**src/rtl/stq_pkg.sv**
```systemverilog
package stq_pkg;
   localparam logic [1:0] RESP_OKAY = 2'b00;

   typedef enum logic {
      RSP_IDLE = 1'b0,
      RSP_HELD = 1'b1
   } rsp_state_e;
endpackage

```
**src/rtl/stq_fifo.sv**
```systemverilog
module stq_fifo #(
   parameter int DATA_W = 64,
   parameter int DEPTH  = 8
) (
   input  logic              clk,
   input  logic              rst_n,
   input  logic              wr_req,
   input  logic [DATA_W-1:0] wr_data,
   input  logic              rd_en,
   output logic [DATA_W-1:0] rd_data,
   output logic              empty
);
   localparam int PTR_W = (DEPTH > 1) ? $clog2(DEPTH) : 1;
   localparam int CNT_W = $clog2(DEPTH + 1);
   localparam bit POW2  = (DEPTH & (DEPTH - 1)) == 0;

   initial begin
      assert (DEPTH >= 2) else $error("stq_fifo: DEPTH must be at least 2");
      assert (DATA_W >= 1) else $error("stq_fifo: DATA_W must be positive");
   end

   logic [DATA_W-1:0] mem [DEPTH];
   logic [PTR_W-1:0]  wr_ptr, rd_ptr, wr_ptr_nxt, rd_ptr_nxt;
   logic [CNT_W-1:0]  count;
   logic              full, wr_en;

   assign full  = (count == CNT_W'(DEPTH));
   assign empty = (count == '0);
   // a pop in the same cycle frees a slot, so a full queue still takes the word
   assign wr_en = wr_req && (!full || rd_en);
   assign rd_data = mem[rd_ptr];

   generate
      if (POW2) begin : g_wrap_free
         assign wr_ptr_nxt = wr_ptr + PTR_W'(1);
         assign rd_ptr_nxt = rd_ptr + PTR_W'(1);
      end else begin : g_wrap_cmp
         assign wr_ptr_nxt = (wr_ptr == PTR_W'(DEPTH - 1)) ? '0 : wr_ptr + PTR_W'(1);
         assign rd_ptr_nxt = (rd_ptr == PTR_W'(DEPTH - 1)) ? '0 : rd_ptr + PTR_W'(1);
      end
   endgenerate

   always_ff @(posedge clk) begin
      if (wr_en) mem[wr_ptr] <= wr_data;
   end

   always_ff @(posedge clk) begin
      if (!rst_n) begin
         wr_ptr <= '0;
         rd_ptr <= '0;
         count  <= '0;
      end else begin
         if (wr_en) wr_ptr <= wr_ptr_nxt;
         if (rd_en) rd_ptr <= rd_ptr_nxt;
         case ({wr_en, rd_en})
            2'b10:   count <= count + CNT_W'(1);
            2'b01:   count <= count - CNT_W'(1);
            default: count <= count;
         endcase
      end
   end
endmodule

```
**src/rtl/stq_rd_port.sv**
```systemverilog
module stq_rd_port #(
   parameter int DATA_W = 64
) (
   input  logic              clk,
   input  logic              rst_n,
   input  logic              q_empty,
   input  logic [DATA_W-1:0] q_head,
   output logic              q_pop,
   input  logic              arvalid,
   output logic              arready,
   output logic              rvalid,
   input  logic              rready,
   output logic [DATA_W-1:0] rdata,
   output logic [1:0]        rresp
);
   import stq_pkg::*;

   rsp_state_e        state;
   logic [DATA_W-1:0] rdata_q;

   assign arready = !q_empty && (state == RSP_IDLE);
   assign q_pop   = arvalid && arready;
   assign rvalid  = (state == RSP_HELD);
   assign rdata   = rdata_q;
   assign rresp   = RESP_OKAY;

   always_ff @(posedge clk) begin
      if (!rst_n) begin
         state   <= RSP_IDLE;
         rdata_q <= '0;
      end else begin
         case (state)
            RSP_IDLE: if (q_pop) begin
               state   <= RSP_HELD;
               rdata_q <= q_head;
            end
            RSP_HELD: if (rready) state <= RSP_IDLE;
            default:  state <= RSP_IDLE;
         endcase
      end
   end
endmodule

```
**src/rtl/stq_axil_read.sv**
```systemverilog
module stq_axil_read #(
   parameter int DATA_W = 64,
   parameter int DEPTH  = 8
) (
   input  logic              clk,
   input  logic              rst_n,
   input  logic              stat_push,
   input  logic [DATA_W-1:0] stat_word,
   input  logic              s_arvalid,
   output logic              s_arready,
   output logic              s_rvalid,
   input  logic              s_rready,
   output logic [DATA_W-1:0] s_rdata,
   output logic [1:0]        s_rresp
);
   logic              q_empty, q_pop;
   logic [DATA_W-1:0] q_head;

   stq_fifo #(.DATA_W(DATA_W), .DEPTH(DEPTH)) u_fifo (
      .clk     (clk),
      .rst_n   (rst_n),
      .wr_req  (stat_push),
      .wr_data (stat_word),
      .rd_en   (q_pop),
      .rd_data (q_head),
      .empty   (q_empty)
   );

   stq_rd_port #(.DATA_W(DATA_W)) u_rd (
      .clk     (clk),
      .rst_n   (rst_n),
      .q_empty (q_empty),
      .q_head  (q_head),
      .q_pop   (q_pop),
      .arvalid (s_arvalid),
      .arready (s_arready),
      .rvalid  (s_rvalid),
      .rready  (s_rready),
      .rdata   (s_rdata),
      .rresp   (s_rresp)
   );
endmodule

```
**config.mk**
```make
export PLATFORM = sky130hd
export DESIGN_NAME = stq_axil_read
export DESIGN_NICKNAME = d
export VERILOG_FILES = /design/src/rtl/stq_pkg.sv /design/src/rtl/stq_fifo.sv /design/src/rtl/stq_rd_port.sv /design/src/rtl/stq_axil_read.sv
export SDC_FILE = /design/constraint.sdc
export NUM_CORES = 1
export LEC_CHECK = 0
export BUFFER_PORTS_ARGS = -buffer_cell sky130_fd_sc_hd__buf_2
export CORE_ASPECT_RATIO = 1.75
export CORE_MARGIN = 4
export CORE_UTILIZATION = 50
export DETAILED_ROUTE_END_ITERATION = 10
export HOLD_SLACK_MARGIN = 0.08
export PLACE_DENSITY = 0.76
export SYNTH_ARGS = -nofsm -noshare
export SYNTH_HDL_FRONTEND = slang
export SYNTH_SLANG_ARGS = --single-unit
export TNS_END_PERCENT = 50
```
**constraint.sdc**
```tcl
create_clock -name clk -period 14.77 [get_ports clk]
set_input_delay 0.7385 -clock clk [delete_from_list [all_inputs] [get_ports clk]]
set_output_delay 0.7385 -clock clk [all_outputs]
set_load 0.01 [all_outputs]
```
# Yosys cells after proc, flatten, opt, wreduce, memory -nomap -nowiden
# Memories as Yosys holds them, arrays and structs flattened. A register that Yosys moved wholly into a read port is not among the register bits.
# Cells that the tools add are included.
[totals]
reg_bits = 11
ram_bits = 512
output_inout_bits = 68
word_cells = 29
memories = 1
[classes]
addsub = 4
eq_ne = 3
n_mux = 6
n_bitwise = 1
n_reduce_logical = 10
[memory_table]
columns = ["memory", "depth", "word_bits", "read_ports", "rd_clocked_by_memory_dff", "wr", "line", "text"]
rows = [
  ["u_fifo.mem", 8, 64, 1, 1, 1, "stq_fifo.sv:22", "logic [DATA_W-1:0] mem [DEPTH];"],
]
[op_table]
columns = ["cell", "n"]
rows = [
  ["$pmux W4 S2", 1],
  ["$add A3 B1 Y3 const B", 2],
  ["$add A4 B1 Y4 const B", 1],
  ["$eq A4 B4 Y1 const B", 1],
  ["$logic_not A4 Y1", 1],
  ["$mux W1", 4],
  ["$sub A4 B1 Y4 const B", 1],
  ["$logic_and A1 B1 Y1", 3],
  ["$logic_not A1 Y1", 3],
  ["$eq A2 B1 Y1 const B", 1],
  ["$eq A2 B2 Y1 const B", 1],
  ["$pmux W1 S2", 1],
  ["$reduce_and A2 Y1", 1],
  ["$reduce_bool A2 Y1", 1],
  ["$logic_or A1 B1 Y1", 1],
  ["$not A1 Y1", 1],
]

# Depth between registers and ports, before layout
# Gate-level depths: netlist of run 1.
[logic_depth]
depth_word = 8
depth_mapped = 9
depth_no_buf = 9

# Modules after synthesis
# A second synthesis of run 1 with hierarchy kept.
[hier_totals]
hier_cells = 1104
hier_area_um2 = 22485.3
[by_module_without_submodules]
columns = ["module", "instances", "cells_per_inst", "area_each_um2", "seq_area_each_um2"]
rows = [
  ["stq_fifo", 1, 819, 19890.3, 15635.0],
  ["stq_rd_port", 1, 285, 2595.0, 1301.2],
]

# Worst setup path after synthesis of run 1
# Ideal clock, no wire load.
[synth_timing]
path_kind = "in2reg"
start = "input port stat_push"
end = "memory u_fifo.mem[1][0] (enable)"
setup_time_ns = 0.565
arrival_ns = 5.499
t_required_ns = 14.205
setup_slack_ns = 8.706
path_stages = 3
n_path_buf = 1
path_cell_list = "clkbuf_1 nand2_1 nor3_1"
[synth_between]
elab_chain_len = 3
[synth_lines]
columns = ["item", "line", "text"]
rows = [
  ["start, declared", "stq_axil_read.sv:7", "input logic stat_push,"],
  ["$logic_and A1 B1 Y1", "stq_fifo.sv:30", "assign wr_en = wr_req && (!full || rd_en);"],
  ["$mux W1", "stq_fifo.sv:44", "if (wr_en) mem[wr_ptr] <= wr_data;"],
  ["$mux W1 (not written as such)", "stq_fifo.sv:44", ""],
  ["end, declared", "stq_fifo.sv:22", ""],
]
# No other way between the ends.

# Final worst setup path of run 1
[layout_timing]
start = "register u_fifo.count[0]"
end = "register u_fifo.count[3]"
[layout_between]
elab_chain_len = 8
word_cells_on_any_way = 14
[layout_lines]
columns = ["item", "line", "text"]
rows = [
  ["start, declared", "stq_fifo.sv:24", "logic [CNT_W-1:0] count;"],
  ["start signal, assigned", "stq_fifo.sv:56", "2'b10: count <= count + CNT_W'(1);"],
  ["start signal, assigned", "stq_fifo.sv:57", "2'b01: count <= count - CNT_W'(1);"],
  ["start signal, assigned", "stq_fifo.sv:58", "default: count <= count;"],
  ["$logic_not A4 Y1", "stq_fifo.sv:28", "assign empty = (count == '0);"],
  ["$logic_not A1 Y1", "stq_rd_port.sv:21", "assign arready = !q_empty && (state == RSP_IDLE);"],
  ["$logic_and A1 B1 Y1", "stq_rd_port.sv:21", ""],
  ["$logic_and A1 B1 Y1", "stq_rd_port.sv:22", "assign q_pop = arvalid && arready;"],
  ["$logic_or A1 B1 Y1", "stq_fifo.sv:30", ""],
  ["$logic_and A1 B1 Y1", "stq_fifo.sv:30", ""],
  ["$eq A2 B1 Y1 or $eq A2 B2 Y1 (tied branches)", "stq_fifo.sv:55", "case ({wr_en, rd_en})"],
  ["$pmux W4 S2 or $reduce_bool A2 Y1 (tied branches)", "--", ""],
]
# Several ways; a longest one is shown, not always the timed one.
# A chain may end at the register's enable or synchronous reset.

==> results.cfg, run 1 <==
[outcome]
status = finished, final reports clean

[final_layout]
area_delta_synth_final_pct = 13.1
layout_commonest_cell = edfxtp_1
layout.cells.non_filler = 1807
multi_input_area_sq_um = 4460
layout_common_cells = edfxtp_1, buf_2, mux4_2
final_layout_size_suffix_gt1_share_pct = 29.7
finalNetCount = 1276
seq_area_sq_um = 16900
fillers = 3004

[timing]
max_slew_margin_pct = 26.9
rsz0062_at_grt = false
tns_ns = 0
fin_crit_sh_pct = 21.5
setup_viol = 0
worst_slack_ns = 11.59
period_needed_ns = 3.18
max_freq_mhz = 315
report.final.slew_viol_count = 0
tightestPinTransition_ns = 1.10
hold_viol_final = 0
finClkSkew_ns = 0.0283

[worst_setup_path]
crit_arrival_ns = 3.63
crit_path_end_kind = flip-flop
crit_path_max_fanout = 68
critical_path.slowest_cell = nor4_2
path_class = reg -> reg
startpoint_type = flip-flop
cpPeakStageDelay_ns = 0.60
path_cells = nor4_2 -> nor2_4 -> buf_4 -> nand2_1 -> inv_1 -> ha_1 -> nand3_1 -> a211oi_1 -> nor3_1 -> o31a_1
required_ns = 15.22

[cts]
cts_tree = done
cts_resized = 0
path_clk_slew_ns = 0.07
cts_setup_buffers = 0
cts_buffers = 47
cts_sinks = 587
clock_path_buffers = 3
htreeDepth = 2
clk_latency_ns = 0.57
cts_root_buf = clkbuf_16
cts_hold_buf = 0

[route]
drtIter0Drc = 1037
wl_per_cell_um = 24.9
wl_met1_um = 17100
vias = 10681
top_layer = met5
drc_errors = 0
drt-pass1-iter-count = 5
wl_met2_um = 23600
vias_per_cell = 5.91
wirelength_um = 45000
wl_met3_um = 2980
antenna_left = 0

[logic_synthesis]
yosys_most_used_dff = edfxtp_1
synth_edf_count = 512
syn-cell-area_sq_um = 21600
async_reset_ff_share_pct = 0
yosys_warnings = 0
synth_area_per_cell_sq_um = 20.4
yosysUniqueCellTypes = 39
postSynthCellCount = 1058
synth-seq-cells = 587
seq_area_frac_synth_pct = 78.1

[pwr]
p_leak_nw = 7.99
powerDensity_nw_per_um2 = 164
irDropWorstVdd_mv = 0.110

[global_route]
antenna_found_initial = 10
grt_pass1_wl_um = 67700
grt-ovfl-total = 0
grtUsageTotal_pct = 19.2
grt_pass1_vias = 11269
grt_max_degree = 75

[die]
die_x_um = 165
start_util_pct = 50.6
core_sq_um = 42700
num_rows = 100
num_io_pins = 137
fp.dieH_um = 283
die-area_sq_um = 46700

[run]
drv_cap = 0

[place]
numPlacedInstances = 1714
port_buffers = 134
place.gp.congestion = 0.729
hpwl_um = 23000
dp_slack_ns = 11.26

[worst_hold_path]
hold_class = in -> reg
==> power by group <==
part / leakage [nW] / total (mW) / internal [mW] / switching [mW]
logic: 1.97 / 0.729 / 0.338 / 0.391
registers: 5.27 / 2.04 / 1.93 / 0.102
clock network: 0.742 / 1.24 / 0.683 / 0.559
total: 7.99 / 4.01 / 2.95 / 1.05
==> final cells by class <==
type	count	area share [%]
Antenna cell	5	0.0512
Clock buffer	64	5.41
Clock inverter	24	0.860
Multi-Input combinational cell	406	18.2
Sequential cell	587	69.1
Timing Repair Buffer	154	3.36
Inverter	6	0.0922
Tap cell	561	2.87
==> synthesized netlist by cell type (2+ instances only) <==
master | instances | share of area, %
edfxtp_1 | 512 | 71
mux4_2 | 128 | 13
dfxtp_1 | 75 | 7.0
nor2_1 | 75 | 1.3
o21ai_0 | 68 | 1.6
o22ai_1 | 64 | 1.9
clkbuf_1 | 29 | 0.50
buf_2 | 22 | 0.51
nand2_1 | 14 | 0.24
nor3_1 | 7 | 0.16
buf_6 | 6 | 0.31
inv_1 | 6 | 0.10
a21oi_1 | 5 | 0.12
nand2b_1 | 5 | 0.14
ha_1 | 4 | 0.23
nand3_1 | 4 | 0.093
xnor2_1 | 4 | 0.16
a31oi_1 | 3 | 0.087
buf_4 | 3 | 0.10
mux2i_1 | 3 | 0.14
a211oi_1 | 2 | 0.069
or3_1 | 2 | 0.058
==> routing by layer <==
metal / vias to the layer above / global-route usage (%)
met5: - / 0
met4: 12 / 6.74
met3: 78 / 4.01
met2: 394 / 32.7
met1: 5584 / 24.4
li1: 4613 / -
==> logic make-up (layout without fill, tap and decap cells) <==
family          Yosys count  count (layout)  synth area share (%)
compound gates          148             148                  3.94
xor+xnor                  5               5                 0.203
fa+ha+maj                 5               5                 0.324
buf+inv                  66             248                  1.53
flops                   587             587                  78.1
mux                     131             131                  13.5
other cells               1               7                0.0174
simple gates            115             115                  2.38
==> critical path: cells and delay by family, from the launching register on <==
kind	cells	cell delay (ns)
flip-flops	1	0.39
AND/OR/NAND/NOR	5	1.16
AO/OA/AOI/OAI	2	0.64
adder cells (fa/ha/maj)	1	0.37
buffers and inverters	2	0.51
==> final timing paths <==
check | start | end | slack [ns] | cells after the start
max reg2reg | u_fifo.count[0]$_SDFFE_PN0P_ | u_fifo.count[3]$_SDFFE_PN0P_ | 11.59 | 10
min | stat_word[8] | u_fifo.mem[6][8]$_DFFE_PP_ | 0.44 | 1
max | u_fifo.count[0]$_SDFFE_PN0P_ | u_fifo.count[3]$_SDFFE_PN0P_ | 11.59 | 10
min reg2reg | u_rd.rdata[14]$_SDFFE_PN0P_ | u_rd.rdata[14]$_SDFFE_PN0P_ | 0.51 | 2
==> state kept, by name, summed over array words and instances, names as in the netlist <==
name / cells
u_rd.rdata: 64
u_fifo.rd_ptr: 3
u_rd.rvalid: 1
u_fifo.mem: 512
u_fifo.count: 4
u_fifo.wr_ptr: 3
==> metrics by stage <==
| step | hold WS (ns) | instance area (sq um) | utilization (%) | total power [mW] |
|---|---|---|---|---|
| floorplan | 0.454 | 21600 | - | 2.56 |
| global placement | 0.476 | 22900 | 53.6 | 2.79 |
| detailed placement | 0.484 | 22900 | 53.6 | 2.81 |
| CTS | 0.404 | 24400 | 57.2 | 4.04 |
| global route | 0.422 | 24400 | 57.2 | 4.18 |
| finish | 0.436 | 24400 | 57.3 | 4.01 |
(Power assumes the default switching activity.)
==> inputs of run 2 (changes only) <==
--- a/config.mk
+++ b/config.mk
@@ -5,13 +5,14 @@
 export SDC_FILE = /design/constraint.sdc
 export NUM_CORES = 1
 export LEC_CHECK = 0
+export ABC_AREA = 1
 export BUFFER_PORTS_ARGS = -buffer_cell sky130_fd_sc_hd__buf_2
 export CORE_ASPECT_RATIO = 1.75
 export CORE_MARGIN = 4
 export CORE_UTILIZATION = 50
 export DETAILED_ROUTE_END_ITERATION = 10
 export HOLD_SLACK_MARGIN = 0.08
-export PLACE_DENSITY = 0.76
+export PLACE_DENSITY = 0.78
 export SYNTH_ARGS = -nofsm -noshare
 export SYNTH_HDL_FRONTEND = slang
 export SYNTH_SLANG_ARGS = --single-unit
==> constraint.sdc (replaced) <==
create_clock -name clk -period 2.87 [get_ports clk]
set_input_delay 0.1435 -clock clk [delete_from_list [all_inputs] [get_ports clk]]
set_output_delay 0.1435 -clock clk [all_outputs]
set_load 0.01 [all_outputs]
==> run 2 against run 1 <==
Die area increased by 4.6%. Sequential power increased to 5.1 times the previous value. Critical path depth decreased by 3. Worst setup slack got worse by 11 ns. First-iteration DRC count increased by 23%. Largest power group unchanged. Final cell count increased by 41%. Flip-flop and latch count unchanged. Non-clock buffer count increased by 89. Via count increased by 36%.
==> results.cfg, run 2 <==
[outcome]
status = finished, final reports clean

[route]
vias = 14542
drc_errors = 0
drtIter0Drc = 1273
vias_per_cell = 5.73
wirelength_um = 51500
antenna_left = 0
wl_per_cell_um = 20.3
drt-pass1-iter-count = 5

[timing]
period_needed_ns = 2.42
setup_viol = 0
report.final.slew_viol_count = 0
rsz0062_at_grt = false
tns_ns = 0
whs_ns = 0.282
fin_crit_sh_pct = 84.2
finClkSkew_ns = 0.0319
hold_viol_final = 0
tightestPinTransition_ns = 0.967
max_freq_mhz = 414
max_slew_margin_pct = 35.5

[worst_setup_path]
crit_path_end_kind = flip-flop
cp_num_cells = 7
critPathTopFamily = simple AND/OR/NAND/NOR gates
startpoint_type = flip-flop
path_class = reg -> reg
critical_path.slowest_cell = buf_4
cp.buffers_inverters = 1
required_ns = 3.07
crit_arrival_ns = 2.62
cpPeakStageDelay_ns = 0.49
crit_path_max_fanout = 31
reg2regPathDepth = 7
path_cells = nor2_2 -> nand2_2 -> nand3_4 -> nand2b_1 -> nand3_1 -> nor2_4 -> buf_4

[logic_synthesis]
synth_common_cells = edfxtp_1, o21ai_0, nor2_1
yosysUniqueCellTypes = 31
synth_area_per_cell_sq_um = 12.9
synth.top_cell.area_share_pct = 67.9
yosysMostFrequentCell = edfxtp_1
synth_area_leaders = edfxtp_1, dfxtp_1, o21ai_0
syn-cell-area_sq_um = 22600
seq_area_frac_synth_pct = 74.6
yosys_most_used_dff = edfxtp_1
synth_edf_count = 512
postSynthCellCount = 1751
async_reset_ff_share_pct = 0
yosys_warnings = 0
synth_area_leader_cell = edfxtp_1
synth-seq-cells = 587

[place]
hpwl_um = 30800
port_buffers = 134
place.gp.congestion = 0.795

[pwr]
p_int_mw = 15.8
powerDensity_nw_per_um2 = 866
clockPowerShare_pct = 30.4
p_leak_nw = 9.09
seqPwrFrac_pct = 46.1
p_switching_mw = 7.05
p_comb_share_pct = 23.5
p_sw_share_pct = 30.9
irDropWorstVdd_mv = 0.548

[die]
num_io_pins = 137
fp.dieH_um = 289
core_sq_um = 44500
die-area_sq_um = 48900
num_rows = 102
start_util_pct = 50.8
die_x_um = 169

[cts]
clk_latency_ns = 0.59
cts_tree = done
cts_buffers = 49
cts_setup_buffers = 0
htreeDepth = 2
clock_path_buffers = 3
cts_root_buf = clkbuf_16
cts_sinks = 587
cts_resized = 0
path_clk_slew_ns = 0.06

[final_layout]
top_register = u_fifo.mem
layout_commonest_cell = edfxtp_1
seq_area_sq_um = 16900
finalNetCount = 1999
layout_common_cells = edfxtp_1, o21ai_0, nor2_1
final_layout_size_suffix_gt1_share_pct = 13.9
largest_reg_flops = 512
multi_input_area_sq_um = 4890
area_delta_synth_final_pct = 16.3
fillers = 3349

[global_route]
grt_pass1_vias = 14656
antenna_found_initial = 2
grt-ovfl-total = 0
grtUsageTotal_pct = 20.7
grt_pass1_wl_um = 79900
grt_max_degree = 155

[run]
drv_cap = 0

[worst_hold_path]
hold_class = in -> reg
holdPathStages = 3
-- run 2: cell count changes after synthesis, sizes merged, moves of 38 or more --
cell,delta
a21oi,+121
clkbuf,+38
inv,+58
mux4,-128
nand2,+68
nor2,+220
o211ai,+128
o21ai,+254
o22ai,-64
-- run 2: power groups by stage --
stage / sequential, mW / combinational, mW / clock, mW
floorplan: 10.7 / 3.52 / 0
global placement: 10.7 / 5.09 / 0
detailed placement: 10.7 / 5.28 / 0
CTS: 10.5 / 5.40 / 7.01
global route: 10.6 / 5.97 / 7.37
finish: 10.5 / 5.35 / 6.93
-- run 2: worst min-delay path: stages --
cell and delay [ns]:
buf_2 0.42, nand2_1 0.20, a31oi_1 0.03
-- run 2: layer usage --
metal	track usage [%]	routed length [um]	share of wire [%]
met1	24.2	18800	36
met2	38.3	28000	54
met3	2.48	2830	5.5
met4	8.32	1890	3.7
met5	0	0	0
-- run 2: layout make-up --
type	instances	area share (%)
flip-flops and latches	587	64.2
multi-input cells	980	18.6
repair buffers	243	7.11
clock buffers	62	5.16
well taps	572	2.72
clock inverters	30	1.29
inverters	64	0.941
diodes	2	0.0190
-- run 2: repair_timing --
item / in CTS / in global routing
hold buffers: 68 / 0
endpoints found under the hold margin: 519 / 0
endpoints found under the setup margin: 0 / 0
-- run 2: cells by family (layout without fill, tap and decap cells) --
| logic type | after synthesis | in the layout | share of synthesized area [%] |
|---|---|---|---|
| DFF | 587 | 587 | 74.6 |
| AOI/OAI and AO/OA | 577 | 577 | 14.2 |
| and+or+nand+nor | 394 | 394 | 6.72 |
| buffers and inverters | 185 | 399 | 4.07 |
| adders and majority gates | 5 | 5 | 0.310 |
| xor gates and xnor gates | 2 | 2 | 0.0774 |
| other | 1 | 4 | 0.0166 |
-- run 2: through the flow --
stage                     total power [mW]  cells  cell area (sq um)  setup WS [ns]  util, %
after floorplan                       14.3   1752              22700         -0.216        -
after global placement                15.8   2378              23900          0.583     53.7
after detailed placement              16.0   2378              23900          0.492     53.7
after CTS                             22.9   2538              26300          0.488     59.1
after global routing                  23.9   2540              26300          0.343     59.1
final                                 22.8   2540              26300          0.454     59.1
-- run 2: worst paths after layout --
kind | startpoint | endpoint | slack (ns)
hold reg to reg | u_fifo.wr_ptr[0]$_SDFFE_PN0P_ | u_fifo.wr_ptr[0]$_SDFFE_PN0P_ | 0.52
setup reg to reg | u_fifo.count[0]$_SDFFE_PN0P_ | u_fifo.mem[4][25]$_DFFE_PP_ | 0.45
setup / recovery | u_fifo.count[0]$_SDFFE_PN0P_ | u_fifo.mem[4][25]$_DFFE_PP_ | 0.45
hold / removal | rst_n | u_fifo.rd_ptr[2]$_SDFFE_PN0N_ | 0.28
==> inputs of run 3 (changes only) <==
--- a/config.mk
+++ b/config.mk
@@ -5,7 +5,7 @@
 export SDC_FILE = /design/constraint.sdc
 export NUM_CORES = 1
 export LEC_CHECK = 0
-export ABC_AREA = 1
+export ABC_AREA = 0
 export BUFFER_PORTS_ARGS = -buffer_cell sky130_fd_sc_hd__buf_2
 export CORE_ASPECT_RATIO = 1.75
 export CORE_MARGIN = 4
==> constraint.sdc (replaced) <==
create_clock -name clk -period 2.2 [get_ports clk]
set_input_delay 0.11 -clock clk [delete_from_list [all_inputs] [get_ports clk]]
set_output_delay 0.11 -clock clk [all_outputs]
set_load 0.01 [all_outputs]
==> run 3 against run 2 <==
Wire length is 10% lower. Largest cell class unchanged. Flip-flop and latch count stayed put. Via count is 24% lower. Hold slack better by 0.068 ns. Utilization is 1.5 points higher.
==> results.cfg, run 3 (same netlist as run 1, synthesis figures left out) <==
[worst_setup_path]
critical_path.slowest_cell = nor4_4
cpPeakStageDelay_ns = 0.39
crit_arrival_ns = 2.57
crit_path_max_fanout = 3
r2r-start = u_fifo.count[0]$_SDFFE_PN0P_
path_cells = nor4_4 -> nor2_4 -> nand2_2 -> inv_2 -> ha_4 -> a21o_1 -> a2111oi_4 -> o21a_1 -> o31a_1
r2r_setup_slack_ns = 0.08
path_class = reg -> reg
rr_endpoint = u_fifo.count[3]$_SDFFE_PN0P_
required_ns = 2.64
reg2regPathDepth = 9
crit_path_end_kind = flip-flop
startpoint_type = flip-flop

[timing]
max_slew_margin_pct = 42.3
report.final.slew_viol_count = 0
tightestPinTransition_ns = 0.866
max_freq_mhz = 471
finClkSkew_ns = 0.00919
worst_slack_ns = 0.0757
setup_viol = 0
fin_crit_sh_pct = 96.6
hold_viol_final = 0
tns_ns = 0
whs_ns = 0.350
period_needed_ns = 2.12

[cts]
path_clk_slew_ns = 0.07
htreeDepth = 2
cts_sinks = 587
cts_tree = done
clk_latency_ns = 0.56
clock_path_buffers = 3
cts_root_buf = clkbuf_16
cts_buffers = 47

[final_layout]
largest_reg_flops = 512
final_layout_size_suffix_gt1_share_pct = 31.6
layout_common_cells = edfxtp_1, buf_2, mux4_2
layout_commonest_cell = edfxtp_1
seq_area_sq_um = 16900
fillers = 2899
final_util_pct = 60.6
finalNetCount = 1373
top_register = u_fifo.mem
final_cell_area_sq_um = 25900
area_delta_synth_final_pct = 19.7
multi_input_area_sq_um = 4610

[die]
num_io_pins = 137
core_sq_um = 42700
die_x_um = 165
die-area_sq_um = 46700
fp.dieH_um = 283
num_rows = 100
start_util_pct = 50.6

[pwr]
irDropWorstVdd_mv = 0.607
powerDensity_nw_per_um2 = 1070
p_leak_nw = 8.56

[worst_hold_path]
holdPathStages = 2
min_delay_worst_endpoint = u_fifo.mem[3][44]$_DFFE_PP_
hold_class = in -> reg
worstHoldStart = stat_word[44]

[route]
antenna_left = 0
vias = 11083
wl_per_cell_um = 24.3
drtIter0Drc = 950
drt-pass1-iter-count = 5
wirelength_um = 46300
vias_per_cell = 5.83
drc_errors = 0

[global_route]
grtUsageTotal_pct = 20.0
grt-ovfl-total = 0
grt_pass1_vias = 12002
grt_max_degree = 68
grt_pass1_wl_um = 71100
antenna_found_initial = 4

[place]
port_buffers = 134
hpwl_um = 25100
place.gp.congestion = 0.774
dp_slack_ns = -0.277
post_dp_cell_area_sq_um = 23500

[outcome]
status = finished, final reports clean

[run]
drv_cap = 0
[run 3: report_power, final]
part           switching [mW]  internal (mW)  total, mW
sequential              0.450           13.0       13.4
clock                    3.73           4.72       8.44
combinational            3.09           2.81       5.90
total                    7.27           20.5       27.8
[run 3: area by class of cell]
type                            count  share of cell area, %
Multi-Input combinational cell    406                   17.8
Timing Repair Buffer              251                   7.91
Clock buffer                       64                   5.26
Sequential cell                   587                   65.3
Antenna cell                        4                 0.0387
Tap cell                          561                   2.71
Inverter                            6                 0.0871
Clock inverter                     23                  0.827
[run 3: layer usage]
| layer | wire, um | vias to the layer above | GRT usage (%) | share of wire (%) |
|---|---|---|---|---|
| li1 | - | 4809 | - | - |
| met1 | 17200 | 5749 | 25.4 | 37 |
| met2 | 25100 | 431 | 34.9 | 54 |
| met3 | 2450 | 94 | 3.04 | 5.3 |
| met4 | 1460 | 0 | 7.20 | 3.1 |
| met5 | 0 | - | 0 | 0 |
[run 3: timing repair]
| action | in CTS | in global routing |
|---|---|---|
| pin swaps | 3 | 5 |
| hold buffers | 68 | 0 |
| hold endpoints to repair | 529 | 0 |
| buffers inserted | 1 | 1 |
| resized for setup | 8 | 6 |
| endpoints found under the setup margin | 2 | 3 |
[run 3: critical path: cells and delay by family (launching register included)]
kind	cells	cell delay, ns
AND/OR/NAND/NOR	3	0.55
flip-flops	1	0.34
AO/OA/AOI/OAI	4	0.79
buffers and inverters	1	0.07
adder cells (fa/ha/maj)	1	0.27
[run 3: metrics by stage]
step	power, mW	instances
2_1_floorplan	17.2	1059
3_3_place_gp	19.2	1741
3_5_place_dp	19.3	1741
4_1_cts	27.9	1897
5_1_grt	29.0	1902
6_report	27.8	1902
[run 3: how the worst max path moves through the flow]
stage	startpoint	end	slack [ns]	cells past startpoint
2_1_floorplan	u_rd.rvalid$_SDFF_PN0_	u_fifo.mem[2][0]$_DFFE_PP_	-0.52	4
3_3_place_gp	u_fifo.count[0]$_SDFFE_PN0P_	u_fifo.count[3]$_SDFFE_PN0P_	0.007	9
3_5_place_dp	u_fifo.count[0]$_SDFFE_PN0P_	u_fifo.count[3]$_SDFFE_PN0P_	-0.28	9
4_1_cts	u_fifo.count[1]$_SDFFE_PN0P_	u_fifo.count[3]$_SDFFE_PN0P_	0.005	9
5_1_grt	u_fifo.count[0]$_SDFFE_PN0P_	u_fifo.count[3]$_SDFFE_PN0P_	-0.02	9
6_report	u_fifo.count[0]$_SDFFE_PN0P_	u_fifo.count[3]$_SDFFE_PN0P_	0.08	9
